File: src/rtl/cdiag_pkg.sv
// Shared types for the cable-diagnostic sequencer.
// Assumes: quiet-time codes map to 0/10/100/1000 ms.
package cdiag_pkg;

    typedef enum logic [2:0] {
        PH_IDLE,
        PH_PRE,
        PH_TX,
        PH_POST,
        PH_LINK
    } cdiag_phase_e;

    // Milliseconds selected by a 2-bit quiet-time code.
    function automatic int quiet_ms(input logic [1:0] code);
        case (code)
            2'd0:    return 0;
            2'd1:    return 10;
            2'd2:    return 100;
            default: return 1000;
        endcase
    endfunction

endpackage

File: src/rtl/cdiag_phase_timer.sv
// Phase timer: loads a tick count and counts it down on each tick.
// Assumes: the load has priority over a tick in the same cycle; expired
// is high whenever the count is zero.
module cdiag_phase_timer #(
    parameter int CNT_W = 16
) (
    input  logic             clk,
    input  logic             rst_n,
    input  logic             tick,
    input  logic             load,
    input  logic [CNT_W-1:0] load_val,
    output logic             expired
);

    logic [CNT_W-1:0] cnt_q;

    // Load the phase length, or count down one tick.
    always_ff @(posedge clk) begin
        if (!rst_n) begin
            cnt_q <= '0;
        end else if (load) begin
            cnt_q <= load_val;
        end else if (tick && (cnt_q != '0)) begin
            cnt_q <= cnt_q - 1'b1;
        end
    end

    assign expired = (cnt_q == '0);

endmodule

File: src/rtl/cdiag_dur_reg.sv
// Transmit-duration holding register with a programmable reset value.
// Assumes: writes are single-cycle strobes.
module cdiag_dur_reg #(
    parameter int          W   = 16,
    parameter logic [W-1:0] DEF = 16'd16000
) (
    input  logic         clk,
    input  logic         rst_n,
    input  logic         we,
    input  logic [W-1:0] wdata,
    output logic [W-1:0] q
);

    // Hold the programmed duration, starting from its reset value.
    always_ff @(posedge clk) begin
        if (!rst_n) begin
            q <= DEF;
        end else if (we) begin
            q <= wdata;
        end
    end

endmodule

File: src/rtl/cdiag_fault_cap.sv
// Fault-result capture: packs detect, sign and location into a status word.
// Assumes: bit 11 detect, bit 10 sign, low LOC_W bits location.
module cdiag_fault_cap #(
    parameter int LOC_W = 10,
    parameter int WRD_W = 16
) (
    input  logic             clk,
    input  logic             rst_n,
    input  logic             clr,
    input  logic             cap,
    input  logic             pk_detect,
    input  logic             pk_sign,
    input  logic [LOC_W-1:0] pk_loc,
    output logic [WRD_W-1:0] word
);

    localparam int PAD_W = WRD_W - LOC_W - 2;

    // Clear on request, capture at the end of transmission, else hold.
    always_ff @(posedge clk) begin
        if (!rst_n || clr) begin
            word <= '0;
        end else if (cap) begin
            word <= {{PAD_W{1'b0}}, pk_detect, pk_sign, pk_loc};
        end
    end

endmodule

File: src/rtl/cable_diag_seq.sv
// Cable-test sequencer top. Runs the pre-quiet, transmit and post-quiet
// phases, then enters forced link. Reports busy, done and fail, and holds
// the captured fault word.
// Assumes: us_tick is a single-cycle pulse; the peak result inputs are
// valid in the last cycle of the transmit phase.
module cable_diag_seq
    import cdiag_pkg::*;
#(
    parameter int           TICKS_PER_MS = 1000,
    parameter int           DUR_W        = 16,
    parameter logic [15:0]  DUR_DEF      = 16'd16000
) (
    input  logic             clk,
    input  logic             rst_n,
    input  logic             us_tick,
    input  logic             ctl_we,
    input  logic [15:14]     ctl_wdata,
    input  logic [1:0]       pre_sel,
    input  logic [1:0]       post_sel,
    input  logic             amp_sel,
    input  logic             dur_we,
    input  logic [DUR_W-1:0] dur_wdata,
    input  logic             link_act,
    input  logic             pk_detect,
    input  logic             pk_sign,
    input  logic [9:0]       pk_loc,
    output logic             tx_en,
    output logic             tx_amp_hi,
    output logic             force_link,
    output logic [15:0]      ctl_rdata,
    output logic [15:0]      flt_word
);

    localparam int LOC_W   = 10;
    localparam int SIL_MAX = 1000 * TICKS_PER_MS;
    localparam int SIL_W   = $clog2(SIL_MAX + 1);
    localparam int CNT_W   = (SIL_W > DUR_W) ? SIL_W : DUR_W;

    cdiag_phase_e     st_q, st_d;
    logic             done_q, fail_q, amp_q;
    logic [1:0]       post_q;
    logic             start_req, srst_req, busy;
    logic             ld, expired, cap, clr, set_done, set_fail, latch_cfg;
    logic [CNT_W-1:0] ld_val;
    logic [DUR_W-1:0] dur_q;

    // Ticks for a quiet-time code.
    function automatic logic [CNT_W-1:0] quiet_ticks(input logic [1:0] code);
        return CNT_W'(quiet_ms(code) * TICKS_PER_MS);
    endfunction

    assign start_req = ctl_we && ctl_wdata[15];
    assign srst_req  = ctl_we && ctl_wdata[14];
    assign busy      = (st_q == PH_PRE) || (st_q == PH_TX) || (st_q == PH_POST);

    cdiag_dur_reg #(.W(DUR_W), .DEF(DUR_W'(DUR_DEF))) u_dur (
        .clk   (clk),
        .rst_n (rst_n),
        .we    (dur_we),
        .wdata (dur_wdata),
        .q     (dur_q)
    );

    cdiag_phase_timer #(.CNT_W(CNT_W)) u_tmr (
        .clk      (clk),
        .rst_n    (rst_n),
        .tick     (us_tick),
        .load     (ld),
        .load_val (ld_val),
        .expired  (expired)
    );

    cdiag_fault_cap #(.LOC_W(LOC_W), .WRD_W(16)) u_flt (
        .clk       (clk),
        .rst_n     (rst_n),
        .clr       (clr),
        .cap       (cap),
        .pk_detect (pk_detect),
        .pk_sign   (pk_sign),
        .pk_loc    (pk_loc),
        .word      (flt_word)
    );

    // Phase sequencing: choose the next phase and the timer and status actions.
    always_comb begin
        st_d      = st_q;
        ld        = 1'b0;
        ld_val    = '0;
        cap       = 1'b0;
        clr       = 1'b0;
        set_done  = 1'b0;
        set_fail  = 1'b0;
        latch_cfg = 1'b0;
        if (srst_req) begin
            st_d = PH_IDLE;
            clr  = 1'b1;
        end else begin
            case (st_q)
                PH_IDLE, PH_LINK: begin
                    if (start_req) begin
                        st_d      = PH_PRE;
                        ld        = 1'b1;
                        ld_val    = quiet_ticks(pre_sel);
                        clr       = 1'b1;
                        latch_cfg = 1'b1;
                    end
                end
                PH_PRE: begin
                    if (link_act) begin
                        st_d     = PH_IDLE;
                        set_done = 1'b1;
                        set_fail = 1'b1;
                    end else if (expired) begin
                        st_d   = PH_TX;
                        ld     = 1'b1;
                        ld_val = CNT_W'(dur_q);
                    end
                end
                PH_TX: begin
                    if (expired) begin
                        st_d   = PH_POST;
                        ld     = 1'b1;
                        ld_val = quiet_ticks(post_q);
                        cap    = 1'b1;
                    end
                end
                PH_POST: begin
                    if (expired) begin
                        st_d     = PH_LINK;
                        set_done = 1'b1;
                    end
                end
                default: st_d = PH_IDLE;
            endcase
        end
    end

    // Phase register.
    always_ff @(posedge clk) begin
        if (!rst_n) st_q <= PH_IDLE;
        else        st_q <= st_d;
    end

    // Done and fail flags: cleared on start or soft reset, set at phase exits.
    always_ff @(posedge clk) begin
        if (!rst_n || clr) begin
            done_q <= 1'b0;
            fail_q <= 1'b0;
        end else begin
            if (set_done) done_q <= 1'b1;
            if (set_fail) fail_q <= 1'b1;
        end
    end

    // Latch the amplitude and post-quiet code at start.
    always_ff @(posedge clk) begin
        if (!rst_n) begin
            amp_q  <= 1'b0;
            post_q <= 2'd0;
        end else if (latch_cfg) begin
            amp_q  <= amp_sel;
            post_q <= post_sel;
        end
    end

    assign tx_en      = (st_q == PH_TX);
    assign tx_amp_hi  = tx_en && amp_q;
    assign force_link = (st_q == PH_LINK);
    assign ctl_rdata  = {busy, 13'd0, done_q, fail_q};

endmodule

File: config.mk
export PLATFORM = sky130hd
export DESIGN_NAME = cable_diag_seq
export DESIGN_NICKNAME = d
export VERILOG_FILES = /design/src/rtl/cdiag_pkg.sv /design/src/rtl/cdiag_phase_timer.sv /design/src/rtl/cdiag_dur_reg.sv /design/src/rtl/cdiag_fault_cap.sv /design/src/rtl/cable_diag_seq.sv
export SDC_FILE = /design/constraint.sdc
export NUM_CORES = 1
export LEC_CHECK = 0
export CORE_UTILIZATION = 30
export DETAILED_ROUTE_END_ITERATION = 6
export GPL_ROUTABILITY_DRIVEN = 0
export PLACE_DENSITY_LB_ADDON = 0.05
export SETUP_SLACK_MARGIN = 0.02
export SLEW_MARGIN = 20
export SYNTH_ARGS = -nofsm -noshare
export SYNTH_HDL_FRONTEND = slang
export SYNTH_SLANG_ARGS = --single-unit
File: constraint.sdc
create_clock -name clk -period 2.6 [get_ports clk]
set_input_delay 0.26 -clock clk [delete_from_list [all_inputs] [get_ports clk]]
set_output_delay 0.26 -clock clk [all_outputs]
set_load 0.05 [all_outputs]
After elaboration in Yosys (flattened, before gate mapping)
Index checks and enable logic that the tools add are counted.

cells by class
  add/subtract/negate cells = 1
  eq/ne operators = 12
  multiplexer cells = 37
  multipliers = 2
  reduce and logical (&&, ||, !) cells = 17
  bitwise gates (word level) = 1

operators by type and width
  kind                     count
  $mux W32                 6
  $mux W20                 5
  $mul A32 B8 Y17 const B  2
  $pmux W10 S3             2
  $pmux W20 S3             1
  $mux W16                 2
  $logic_not A20 Y1        1
  $reduce_bool A20 Y1      1
  $sub A20 B1 Y20 const B  1
  $mux W3                  5
  $mux W1                  13
  $pmux W3 S4              1
  $eq A3 B2 Y1 const B     2
  $eq A2 B1 Y1 const B     2
  $eq A2 B2 Y1 const B     2
  $logic_and A1 B1 Y1      4
  $logic_not A2 Y1         2
  $ne A2 B2 Y1 const B     2
  $reduce_and A4 Y1        1
  $reduce_or A2 Y1         2
  $eq A3 B1 Y1 const B     1
  $eq A3 B3 Y1 const B     1
  $logic_not A3 Y1         1
  $logic_or A1 B1 Y1       3
  7 further kinds          7

storage, ports and cells
  output and inout bits = 35
  bits in registers = 56
  bits of input ports = 41
  logic and storage cells = 78

Logic depth before layout (Yosys ltp)
Gate-level depths: netlist of the first run.

  depth after elaboration = 10
  mapped depth = 9
  depth with buffers taken out = 7

By module
Synthesis of the first run repeated with hierarchy kept, for this count alone.

second synthesis, totals
  cells, all modules = 379
  area, all modules = 3316.9 sq um

modules (own cells, without submodules)
  module             instances  seq. area each (sq um)  cells an instance  area each (sq um)
  cdiag_phase_timer  1          400.4                   151                1237.4
  cable_diag_seq     1          160.2                   133                1017.2
  cdiag_dur_reg      1          320.3                   51                 600.6
  cdiag_fault_cap    1          240.2                   44                 461.7

Least setup slack after synthesis of the first run
No wires, ideal clock.

  path kind = reg-to-reg
  from = register st_q[1]
  to = register u_tmr.cnt_q[12]
  setup time = 0.058 ns
  stages on the path, launching flop included = 7
  path slack = 0.249 ns
  path buffers = 1
  period minus slack after synthesis = 2.351 ns
  arrival = 2.292 ns
  path through = dfxtp_1 > clkbuf_1 > nor3b_2 > nand2_1 > or4_1 > nand3_1 > o211a_1

between the ends
  elaborated cells on any way between the ends = 11
  classes of those cells = eq/ne (3); mux (5); reduce/logical (3)

RTL lines
  item                                                   line                     text
  from (decl)                                            cable_diag_seq.sv:39     cdiag_phase_e st_q, st_d;
  from (signal assigned)                                 cable_diag_seq.sv:141    else st_q <= st_d;
  $eq A3 B2 Y1 (*)                                       n/a
  net tx_en                                              cable_diag_seq.sv:27     output logic tx_en,
  $pmux W20 S3 / $pmux W1 S3 (equally long branches)     cable_diag_seq.sv:98     case (st_q)
  $mux W20 / $mux W1 (equally long branches)             cable_diag_seq.sv:94     if (srst_req) begin
  $mux W20 / $reduce_bool A2 Y1 (equally long branches)  n/a
  to (signal assigned)                                   cdiag_phase_timer.sv:22  cnt_q <= load_val;
  to (signal assigned)                                   cdiag_phase_timer.sv:24  cnt_q <= cnt_q - 1'b1;
  to (decl)                                              cdiag_phase_timer.sv:15  logic [CNT_W-1:0] cnt_q;

The timed path passes the listed nets; every way through them passes the cells marked *.
A chain may end at the register's enable or synchronous reset.

Worst setup path in the final report of the first run
  from = register u_tmr.cnt_q[7]
  to = register u_tmr.cnt_q[17]

between the ends
  cells in the longest elaborated chain, start to end = 6
  elaborated cells on any way between the ends = 14
  classes of those cells = add/sub (1); mux (9); reduce/logical (4)

RTL lines
  item
  branches (longest 6 deep; another with $sub A20 B1 Y20)

Parallel ways; which one is timed is not known. The select of a mux whose other input is x is not followed.

==> out/qor.yml, run 1 <==
dp_slack_ns: 0.294
synth_common_cells: "dfxtp_1, nand2_1, a21oi_1"
first_pass_iters: 4
cts_hold_buf: 0
cts.sink_count: 56
fp.dieArea_um2: 11600
grt_pass1_vias: 3006
clock_path_buffers: 2
grt_antenna_before_repair: 0
fin_worst_skew_ns: 0.0161
worst_hold_path_type: "reg2reg"
slew_viol_final: 0
outcome: "finished clean"
routed_wl_mm: 9.63
leakage_nw: 1.64
crit_chain: "or3_1, or3_4, o31a_1, o21ai_0, buf_4, a21oi_1"
finalCriticalPeriod_ns: 2.33
power_mw: 2.43
grt_usage_pct: 17.5
ys_seq_area_share_pct: 33.4
grt_overflow: 0
final.period_utilization_pct: 89.7
syn-instance-count: 399
viasPerCell: 5.02
dp.final_hpwl_mm: 7.16
synth_area_um2: 3360
dieWidth_um: 108
fin_setup_tns_ns: 0
clock_latency_ns: 0.32
cp.arrival_ns: 2.54
cts-root-buf: "clkbuf_8"
fmax_ghz: 0.429
timing.final.hold_violations: 0
maxCapViolCount: 0
drc: 0
path_class: "reg2reg"
peakVddDrop_mv: 0.295
max_stage_delay_ns: 0.46
tightest_slew_ns: 0.621
ctsResizeCount: 0
endpoint_kind: "flip-flop"
final_util_pct: 38.4
cp_max_fo: 10
vias: 3020
clkTransAtPathRegs_ns: 0.12
ys_types: 62
synth_top_area_share_pct: 33.4
yosysWarnings: 0
final_nets: 514
required_ns: 2.81
fin_ws_ns: 0.269
power_density_nw_per_um2: 580
grt_max_degree: 24
synth_top_cell_by_area: "dfxtp_1"
detail-route-antenna-nets: 0
syn_area_per_cell_um2: 8.42
grt_pass1_wl_mm: 15.8
cts_buffers: 5
wire_per_inst_um: 16.0
path_buf_inv: 1
r2r_setup_slack_ns: 0.27
io_buffers: 58
io-pin-count: 76
rsz0062_at_grt: "no"
start_util_pct: 30.9
cts_tree: "done"
area_growth_pct: 24.4
num_rows: 38
die_h_um: 108
synth_area_leaders: "dfxtp_1, nand2_1, mux2i_1"
drive_gt1_share_pct: 12.8
htreeDepth: 2
diodes: 0
relSlewSlack_pct: 58.2
critPathTopFamily: "simple AND/OR/NAND/NOR gates"
setup_viol: 0
async_flop_share_pct: 0
core_area_um2: 10900
startpoint_type: "flip-flop"
synth_most_common_cell: "dfxtp_1"
post_cts_buffers: 0
ys_ff_latch: 56
ys.flop_type: "dfxtp_1"
synth_edf_count: 0
drt_iter0_drc: 136
cp_slowest_cell: "or3_1"
-- per-stage QoR --
step	cell area, um2	instances	hold slack [ns]
after CTS	4180	601	0.461
after global routing	4180	601	0.473
after floorplan	3420	415	0.388
after detailed placement	4090	593	0.447
after global placement	4090	593	0.438
final	4180	601	0.459
-- worst reg2reg max path, cell delays in order, from the launching register on --
cell and delay [ns]:
dfxtp_1 0.36, or3_1 0.47, or3_4 0.44, o31a_1 0.45, o21ai_0 0.30, buf_4 0.17, a21oi_1 0.04
-- kinds of logic after synthesis --
| family | after synthesis | synth area share (%) |
|---|---|---|
| adders and majority gates | 13 | 4.84 |
| and+or+nand+nor | 156 | 24.3 |
| muxes | 18 | 5.40 |
| DFF | 56 | 33.4 |
| other | 1 | 0.112 |
| buffers and inverters | 61 | 10.6 |
| xor gates and xnor gates | 7 | 1.82 |
| AOI/OAI and AO/OA | 87 | 19.6 |
-- power by group --
group	switching [mW]	internal (mW)
combinational	0.546	0.361
sequential	0.0729	0.928
clock	0.321	0.197
-- state kept, by name, summed over array words and instances, names as in the netlist --
name / flops
amp_q: 1
u_flt.word: 12
fail_q: 1
u_dur.q: 16
st_q: 3
post_q: 2
u_tmr.cnt_q: 20
done_q: 1
-- cells in the final DEF, fill, tap and decap left out, types with 7 or more instances in the layout --
cell type,Yosys,final
a211oi_2,7,7
a21oi_1,28,28
and3_1,7,7
buf_4,20,30
clkdlybuf4s50_1,0,57
conb_1,1,17
dfxtp_1,56,56
ha_1,13,13
inv_1,12,12
mux2i_1,17,17
nand2_1,54,54
nand3_1,13,13
nand4_1,8,8
nor2_1,21,21
nor3_1,9,8
o21ai_0,9,9
o31ai_1,7,7
-- final timing paths --
| check | start | cells after the start | to |
|---|---|---|---|
| max | u_tmr.cnt_q[7] | 6 | u_tmr.cnt_q[17] |
| min | u_flt.word[0] | 2 | u_flt.word[0] |
| max reg2reg | u_tmr.cnt_q[7] | 6 | u_tmr.cnt_q[17] |
| min reg2reg | u_flt.word[0] | 2 | u_flt.word[0] |
-- cell type report --
class | instances | area [um2]
inverter | 12 | 45.0
clock inverter | 3 | 26.3
clock buffer | 5 | 68.8
multi-input combinational | 298 | 1950
fill | 1139 | 6710
tap | 140 | 175
sequential | 56 | 1120
timing repair buffer | 87 | 796
-- metal layers --
metal	share of wire [%]	track usage (%)	wire length, um
met5	0	0	0
met3	3.9	2.85	373
met2	45	27.6	4300
met1	51	24.6	4870
met4	0.82	4.60	79
No activity file was read; power rests on OpenSTA's default activity.
==> run 2, diff against run 1 <==
- SYNTH_HIERARCHICAL: unset -> 1
==> out/qor.yml, run 2 <==
max_stage_delay_ns: 0.80  # was 0.46 ns
rr_endpoint: "u_tmr/cnt_q[6]"  # was u_tmr.cnt_q[17]
grt_antenna_before_repair: 0  # unchanged
syn-instance-count: 379  # was 399
dp_slack_ns: 0.000786  # was 0.294 ns
peakVddDrop_mv: 0.240  # was 0.295 mV
synthAdderAreaFrac_pct: 4.15  # was 4.84%
largest-register: "u_tmr/cnt_q"  # was u_tmr.cnt_q
clkPwrFrac_pct: 23.0  # was 21.3%
seqCellArea_um2: 1120  # unchanged
power_frac_seq_pct: 44.9  # was 41.3%
first_pass_iters: 4  # unchanged
synth_top_cell_by_area: "dfxtp_1"  # unchanged
crit_chain: "nor3b_1, and2_1, clkdlybuf4s50_1"  # was or3_1, or3_4, o31a_1, o21ai_0, buf_4, a21oi_1
cts_buffers: 5  # unchanged
htreeDepth: 2  # unchanged
synth_top_area_share_pct: 33.8  # was 33.4%
hold_end: "done_q"  # was u_flt.word[0]
synth_common_cells: "dfxtp_1, a21oi_1, mux2i_1"  # was dfxtp_1, nand2_1, a21oi_1
drc: 0  # unchanged
die_h_um: 107  # was 108 um
fin_worst_skew_ns: 0.00815  # was 0.0161 ns
clock_path_buffers: 2  # unchanged
grt_usage_pct: 14.9  # was 17.5%
min_path_cells: 2  # unchanged
cp_max_fo: 11  # was 10
r2r_cells: 11  # was 6
fmax_ghz: 0.406  # was 0.429 GHz
synth-xor-area-share_pct: 3.70  # was 1.82%
largest_register_ffs: 20  # unchanged
async_flop_share_pct: 0  # unchanged
path_buf_inv: 1  # unchanged
io-pin-count: 76  # unchanged
path_class: "reg2out"  # was reg2reg
drive_gt1_share_pct: 11.7  # was 12.8%
synth_most_common_cell: "dfxtp_1"  # unchanged
startpoint_type: "flip-flop"  # unchanged
slew_viol_final: 0  # unchanged
vias: 2766  # was 3,020
dieWidth_um: 107  # was 108 um
leakage_nw: 1.52  # was 1.64 nW
ys_types: 57  # was 62
num_rows: 38  # unchanged
fin_ws_ns: 0.138  # was 0.269 ns
synth_top_family_by_area: "simple AND/OR/NAND/NOR gates"  # unchanged
switching_share_pct: 33.1  # was 38.7%
synth-simple-area-share_pct: 23.6  # was 24.3%
worstHoldStart: "done_q"  # was u_flt.word[0]
grt_pass1_wl_mm: 13.5  # was 15.8 mm
cts_tree: "done"  # unchanged
clock_latency_ns: 0.31  # was 0.32 ns
synth_area_leaders: "dfxtp_1, mux2i_1, a21oi_1"  # was dfxtp_1, nand2_1, mux2i_1
core_area_um2: 10800  # was 10,900 um2
timing.final.hold_violations: 0  # unchanged
grt_max_degree: 37  # was 24
multi_input_area_um2: 1960  # was 1950 um2
synth_area_um2: 3320  # was 3360 um2
final_nets: 494  # was 514
rsz0062_at_grt: "no"  # unchanged
cp.arrival_ns: 2.20  # was 2.54 ns
clkTransAtPathRegs_ns: 0.10  # was 0.12 ns
outcome: "finished clean"  # unchanged
worst_hold_path_type: "reg2reg"  # unchanged
ys_seq_area_share_pct: 33.8  # was 33.4%
diodes: 0  # unchanged
fp.dieArea_um2: 11500  # was 11,600 um2
layout_common_cells: "clkdlybuf4s50_1, dfxtp_1, a21oi_1"  # was clkdlybuf4s50_1, dfxtp_1, nand2_1
final.period_utilization_pct: 94.7  # was 89.7%
muxShareOfSynthArea_pct: 8.79  # was 5.40%
cp_slowest_cell: "clkdlybuf4s50_1"  # was or3_1
critPathTopFamily: "buffers and inverters"  # was simple AND/OR/NAND/NOR gates
reg_top3: "u_tmr/cnt_q (20), u_dur/q (16), u_flt/word (12)"  # was u_tmr.cnt_q (20), u_dur.q (16), u_flt.word (12)
relSlewSlack_pct: 54.9  # was 58.2%
endpoint_kind: "output pin"  # was flip-flop
r2r_setup_slack_ns: 0.22  # was 0.27 ns
viasPerCell: 4.74  # was 5.02
p_comb_share_pct: 32.1  # was 37.4%
synth_compound_area_share_pct: 15.6  # was 19.6%
start_util_pct: 30.7  # was 30.9%
ys_ff_latch: 56  # unchanged
power_density_nw_per_um2: 529  # was 580 nW/um2
grt_overflow: 0  # unchanged
setup_viol: 0  # unchanged
grt_pass1_vias: 2648  # was 3,006
p_int_mw: 1.47  # was 1.49 mW
io_buffers: 58  # unchanged
wire_per_inst_um: 14.0  # was 16.0 um
layout_commonest_cell: "clkdlybuf4s50_1"  # unchanged
power.switching_mw: 0.727  # was 0.940 mW
tightest_slew_ns: 0.675  # was 0.621 ns
yosysWarnings: 6  # was 0
cts-root-buf: "clkbuf_8"  # unchanged
r2r_start: "u_tmr/cnt_q[1]"  # was u_tmr.cnt_q[7]
ys.flop_type: "dfxtp_1"  # unchanged
syn_area_per_cell_um2: 8.75  # was 8.42 um2
synth_edf_count: 0  # unchanged
dp.final_hpwl_mm: 6.17  # was 7.16 mm
fillers: 1107  # was 1,139
fin_setup_tns_ns: 0  # unchanged
area_growth_pct: 25.2  # was 24.4%
required_ns: 2.34  # was 2.81 ns
cts.sink_count: 56  # unchanged
drt_iter0_drc: 114  # was 136
finalCriticalPeriod_ns: 2.46  # was 2.33 ns
maxCapViolCount: 0  # unchanged
detail-route-antenna-nets: 0  # unchanged
routed_wl_mm: 8.19  # was 9.63 mm
## run 2: cell count changes in the layout (fill, tap and decap cells not counted), moves of 6 or more
cell     before  now
nand4_1       8    2
nor2b_1       4   12
buf_4        30   22
xnor2_1       1   14
o31ai_1       7    1
nand2_1      54   16
o21ai_0       9   26
xor2_1        6    0
mux2i_1      17   28
nand3_1      13   21
## run 2: timing repair
| action | in CTS | in global routing |
|---|---|---|
| gates resized for setup | 1 | 9 |
| gates cloned | 0 | 0 |
| setup endpoints to repair | 3 | 31 |
| hold buffers | 0 | 0 |
| hold endpoints to repair | 0 | 0 |
| setup buffers | 0 | 0 |
| pin swaps | 0 | 2 |
## run 2: final cells by class
cell class / instances / area share (%)
clock buffers: 8 / 2.17
inverters: 9 / 0.813
multi-input cells: 288 / 47.1
flip-flops and latches: 56 / 27.0
well taps: 140 / 4.22
repair buffers: 82 / 18.7
## run 2: worst register-to-register path, cell delays in order (launching register included)
cell	delay, ns
dfxtp_1	0.34
inv_1	0.09
ha_1	0.18
nor4b_4	0.20
nand3_1	0.14
nor2_2	0.17
buf_4	0.15
and4bb_1	0.34
a22oi_1	0.20
a21oi_1	0.26
o21ai_0	0.11
a31oi_1	0.13
## run 2: cell families after synthesis
| kind of cell | Yosys count |
|---|---|
| other | 2 |
| adder cells (fa/ha/maj) | 11 |
| AO/OA/AOI/OAI | 88 |
| XOR/XNOR | 14 |
| multiplexers | 29 |
| buffers and inverters | 50 |
| flip-flops | 56 |
| AND/OR/NAND/NOR | 129 |
## run 2: per-stage QoR
stage	power, mW	hold slack (ns)	cells	instance area, um2	utilization, %
after floorplan	1.48	0.388	394	3370	-
after global placement	1.70	0.469	575	4020	37.2
after detailed placement	1.70	0.468	575	4020	37.2
after CTS	2.22	0.487	583	4120	38.1
after global routing	2.34	0.505	583	4150	38.5
final	2.20	0.483	583	4150	38.5
## run 2: how the worst max path moves through the flow
| stage | from | depth (start not counted) | slack, ns | endpoint |
|---|---|---|---|---|
| final | st_q[1] | 3 | 0.14 | tx_amp_hi |
| after global routing | u_tmr/cnt_q[1] | 13 | 0.04 | u_tmr/cnt_q[3] |
| after CTS | u_tmr/cnt_q[1] | 13 | 0.08 | u_tmr/cnt_q[3] |
| after detailed placement | u_tmr/cnt_q[1] | 13 | 0.0008 | u_tmr/cnt_q[3] |
| after global placement | u_tmr/cnt_q[1] | 12 | 0.11 | u_tmr/cnt_q[13] |
| after floorplan | u_tmr/cnt_q[0] | 13 | 0.03 | u_tmr/cnt_q[2] |
## run 2: power groups by stage
stage	Sequential, mW	Combinational (mW)	Clock [mW]
after global routing	0.997	0.777	0.570
after floorplan	0.993	0.486	0
after detailed placement	1.00	0.694	0
after global placement	1.00	0.698	0
after CTS	0.983	0.700	0.539
final	0.986	0.706	0.505
## run 2: per-layer routing
metal / vias up / global-route usage [%] / part of all wire [%]
met4: 0 / 3.23 / 0.45
met1: 1280 / 21.2 / 50
met5: - / 0 / 0
li1: 1431 / - / -
met3: 2 / 2.37 / 4.2
met2: 53 / 23.3 / 45
==> run 3, diff against run 2 <==
- ABC_AREA: unset -> 1
==> out/qor.yml, run 3 <==
clock_path_buffers: 2  # unchanged
startpoint_type: "flip-flop"  # unchanged
p_comb_share_pct: 54.1  # was 32.1%
viasPerCell: 4.36  # was 4.74
cts-root-buf: "clkbuf_16"  # was clkbuf_8
first_pass_iters: 4  # unchanged
cp_max_fo: 16  # was 11
layout_commonest_cell: "nand2_1"  # was clkdlybuf4s50_1
final_nets: 685  # was 494
wire_per_inst_um: 12.2  # was 14.0 um
cp.arrival_ns: 2.57  # was 2.20 ns
timing.final.hold_violations: 0  # unchanged
power_mw: 4.17  # was 2.20 mW
crit_chain: "inv_1, ha_1, nand2_1, nor2_2, nand3_4, inv_2, inv_2, nor2_4, nor2_2, a21oi_2, bufinv_8, nand2_8, clkinv_8, nand2_1, a21oi_2"  # was nor3b_1, and2_1, clkdlybuf4s50_1
max_stage_delay_ns: 0.35  # was 0.80 ns
p_int_mw: 2.17  # was 1.47 mW
clock_latency_ns: 0.31  # about the same
grt_overflow: 0  # unchanged
core_area_um2: 12200  # was 10,800 um2
tightest_slew_ns: 0.621  # was 0.675 ns
io-pin-count: 76  # unchanged
relSlewSlack_pct: 58.6  # was 54.9%
io_buffers: 58  # unchanged
largest-register: "u_tmr/cnt_q"  # unchanged
htreeDepth: 2  # unchanged
fin_worst_skew_ns: 0.00593  # was 0.00815 ns
synth_area_leaders: "dfxtp_1, nand2_1, nor2_1"  # was dfxtp_1, mux2i_1, a21oi_1
die_h_um: 114  # was 107 um
ys_ff_latch: 56  # unchanged
synth_common_cells: "nand2_1, nor2_1, dfxtp_1"  # was dfxtp_1, a21oi_1, mux2i_1
leakage_nw: 2.16  # was 1.52 nW
cts.sink_count: 56  # unchanged
use_met3_pct: 4.24  # was 2.37%
outcome: "finished clean"  # unchanged
ys_types: 36  # was 57
switching_share_pct: 47.8  # was 33.1%
fin_setup_tns_ns: 0  # unchanged
grt_antenna_before_repair: 0  # unchanged
setup_viol: 0  # unchanged
detail-route-antenna-nets: 0  # unchanged
path_class: "reg2reg"  # was reg2out
clkTransAtPathRegs_ns: 0.08  # was 0.10 ns
rsz0062_at_grt: "no"  # unchanged
power_frac_seq_pct: 28.4  # was 44.9%
synth_most_common_cell: "nand2_1"  # was dfxtp_1
power_density_nw_per_um2: 895  # was 529 nW/um2
power.switching_mw: 1.99  # was 0.727 mW
required_ns: 2.78  # was 2.34 ns
use_met1_pct: 21.9  # was 21.2%
peakVddDrop_mv: 0.327  # was 0.240 mV
cts_buffers: 5  # unchanged
synth_top_area_share_pct: 29.6  # was 33.8%
synth_area_um2: 3790  # was 3320 um2
synth_edf_count: 0  # unchanged
routed_wl_mm: 9.81  # was 8.19 mm
grt_usage_pct: 16.4  # was 14.9%
synth_top_cell_by_area: "dfxtp_1"  # unchanged
cts_hold_buf: 0  # unchanged
drt_iter0_drc: 169  # was 114
layout_common_cells: "nand2_1, nor2_1, clkdlybuf4s50_1"  # was clkdlybuf4s50_1, dfxtp_1, a21oi_1
grt_max_degree: 22  # was 37
dp.final_hpwl_mm: 7.54  # was 6.17 mm
largest_register_ffs: 20  # unchanged
endpoint_kind: "flip-flop"  # was output pin
fmax_ghz: 0.418  # was 0.406 GHz
final.period_utilization_pct: 91.9  # was 94.7%
finalCriticalPeriod_ns: 2.39  # was 2.46 ns
yosysWarnings: 6  # unchanged
grt_pass1_wl_mm: 16.6  # was 13.5 mm
ys.flop_type: "dfxtp_1"  # unchanged
ys_seq_area_share_pct: 29.6  # was 33.8%
drive_gt1_share_pct: 14.7  # was 11.7%
worst_hold_path_type: "reg2reg"  # unchanged
cts_tree: "done"  # unchanged
syn_area_per_cell_um2: 6.58  # was 8.75 um2
maxCapViolCount: 0  # unchanged
r2r_cells: 15  # was 11
hold_slack_ns: 0.459  # was 0.483 ns
min_path_cells: 2  # unchanged
globalRouteMet2Util_pct: 25.7  # was 23.3%
fp.dieArea_um2: 13100  # was 11,500 um2
dieWidth_um: 114  # was 107 um
area_growth_pct: 22.8  # was 25.2%
clkPwrFrac_pct: 17.5  # was 23.0%
syn-instance-count: 576  # was 379
reg_top3: "u_tmr/cnt_q (20), u_dur/q (16), u_flt/word (12)"  # unchanged
drc: 0  # unchanged
vias: 3494  # was 2,766
async_flop_share_pct: 0  # unchanged
top_usage_layer: "met2"  # unchanged
num_rows: 40  # was 38
grt_pass1_vias: 3401  # was 2,648
diodes: 0  # unchanged
slew_viol_final: 0  # unchanged
start_util_pct: 31.2  # was 30.7%
cp_slowest_cell: "dfxtp_1"  # was clkdlybuf4s50_1
run 3: cell types whose count changed after synthesis, moves of 12 or more:
| cell | delta |
|---|---|
| nor2_1 | +58 |
| a21oi_2 | +19 |
| nand2_1 | +162 |
| xnor2_1 | -12 |
| mux2i_1 | -26 |
| inv_1 | +47 |
| nor2b_1 | -12 |
| nand2_2 | +19 |
| o21ai_0 | -14 |
| nand3_1 | +12 |
| a21oi_1 | -17 |
run 3: path summary, 6_finish.rpt:
check	slack [ns]	end	startpoint
min	0.46	amp_q	amp_q
max reg2reg	0.21	u_tmr/cnt_q[10]	u_tmr/cnt_q[0]
min reg2reg	0.46	amp_q	amp_q
max	0.21	u_tmr/cnt_q[10]	u_tmr/cnt_q[0]
run 3: through the flow:
| step | setup slack (ns) | utilization, % | cell area, um2 | cells |
|---|---|---|---|---|
| 4_1_cts | 0.135 | 37.7 | 4590 | 800 |
| 3_5_place_dp | 0.165 | 36.5 | 4440 | 792 |
| 3_3_place_gp | 0.239 | 36.5 | 4440 | 792 |
| 6_report | 0.209 | 38.3 | 4650 | 802 |
| 5_1_grt | 0.0141 | 38.3 | 4650 | 802 |
| 2_1_floorplan | 0.0563 | - | 3850 | 591 |
run 3: what timing repair did:
action                     CTS  global route
gates resized for setup      0             7
setup endpoints to repair    0            18
setup buffers                0             2
run 3: critical path, delay by kind of cell, from the launching register on:
kind,cells,cell delay (ns)
AO/OA/AOI/OAI,2,0.24
adder cells (fa/ha/maj),1,0.15
buffers and inverters,5,0.63
flip-flops,1,0.35
AND/OR/NAND/NOR,7,0.87
run 3: layer usage:
| metal | vias up | routed length, um |
|---|---|---|
| met4 | 0 | 140 |
| li1 | 1848 | - |
| met2 | 78 | 4300 |
| met1 | 1557 | 4890 |
| met5 | - | 0 |
| met3 | 11 | 479 |
run 3: power by group through the flow:
stage / registers (mW) / clock network [mW] / logic, mW
2_1_floorplan: 1.17 / 0 / 1.82
3_3_place_gp: 1.20 / 0 / 2.24
3_5_place_dp: 1.20 / 0 / 2.23
4_1_cts: 1.18 / 0.760 / 2.24
5_1_grt: 1.21 / 0.791 / 2.56
6_report: 1.18 / 0.729 / 2.26
run 3: cells by family (layout without fill, tap and decap cells):
group           Yosys count  count (layout)  share of synthesized area [%]
xor+xnor                  9               9                           2.08
fa+ha+maj                11              11                           3.63
simple gates            341             341                           40.6
buf+inv                  99             142                           14.0
other cells               2              17                          0.198
mux                       2               2                          0.528
flops                    56              56                           29.6
compound gates           56              56                           9.34
run 3: cell type report:
cell class,instances,area [um2]
multi-input cells,436,2210
clock inverters,3,22.5
inverters,64,267
flip-flops and latches,56,1120
clock buffers,5,125
fillers,1327,7510
well taps,168,210
repair buffers,70,699
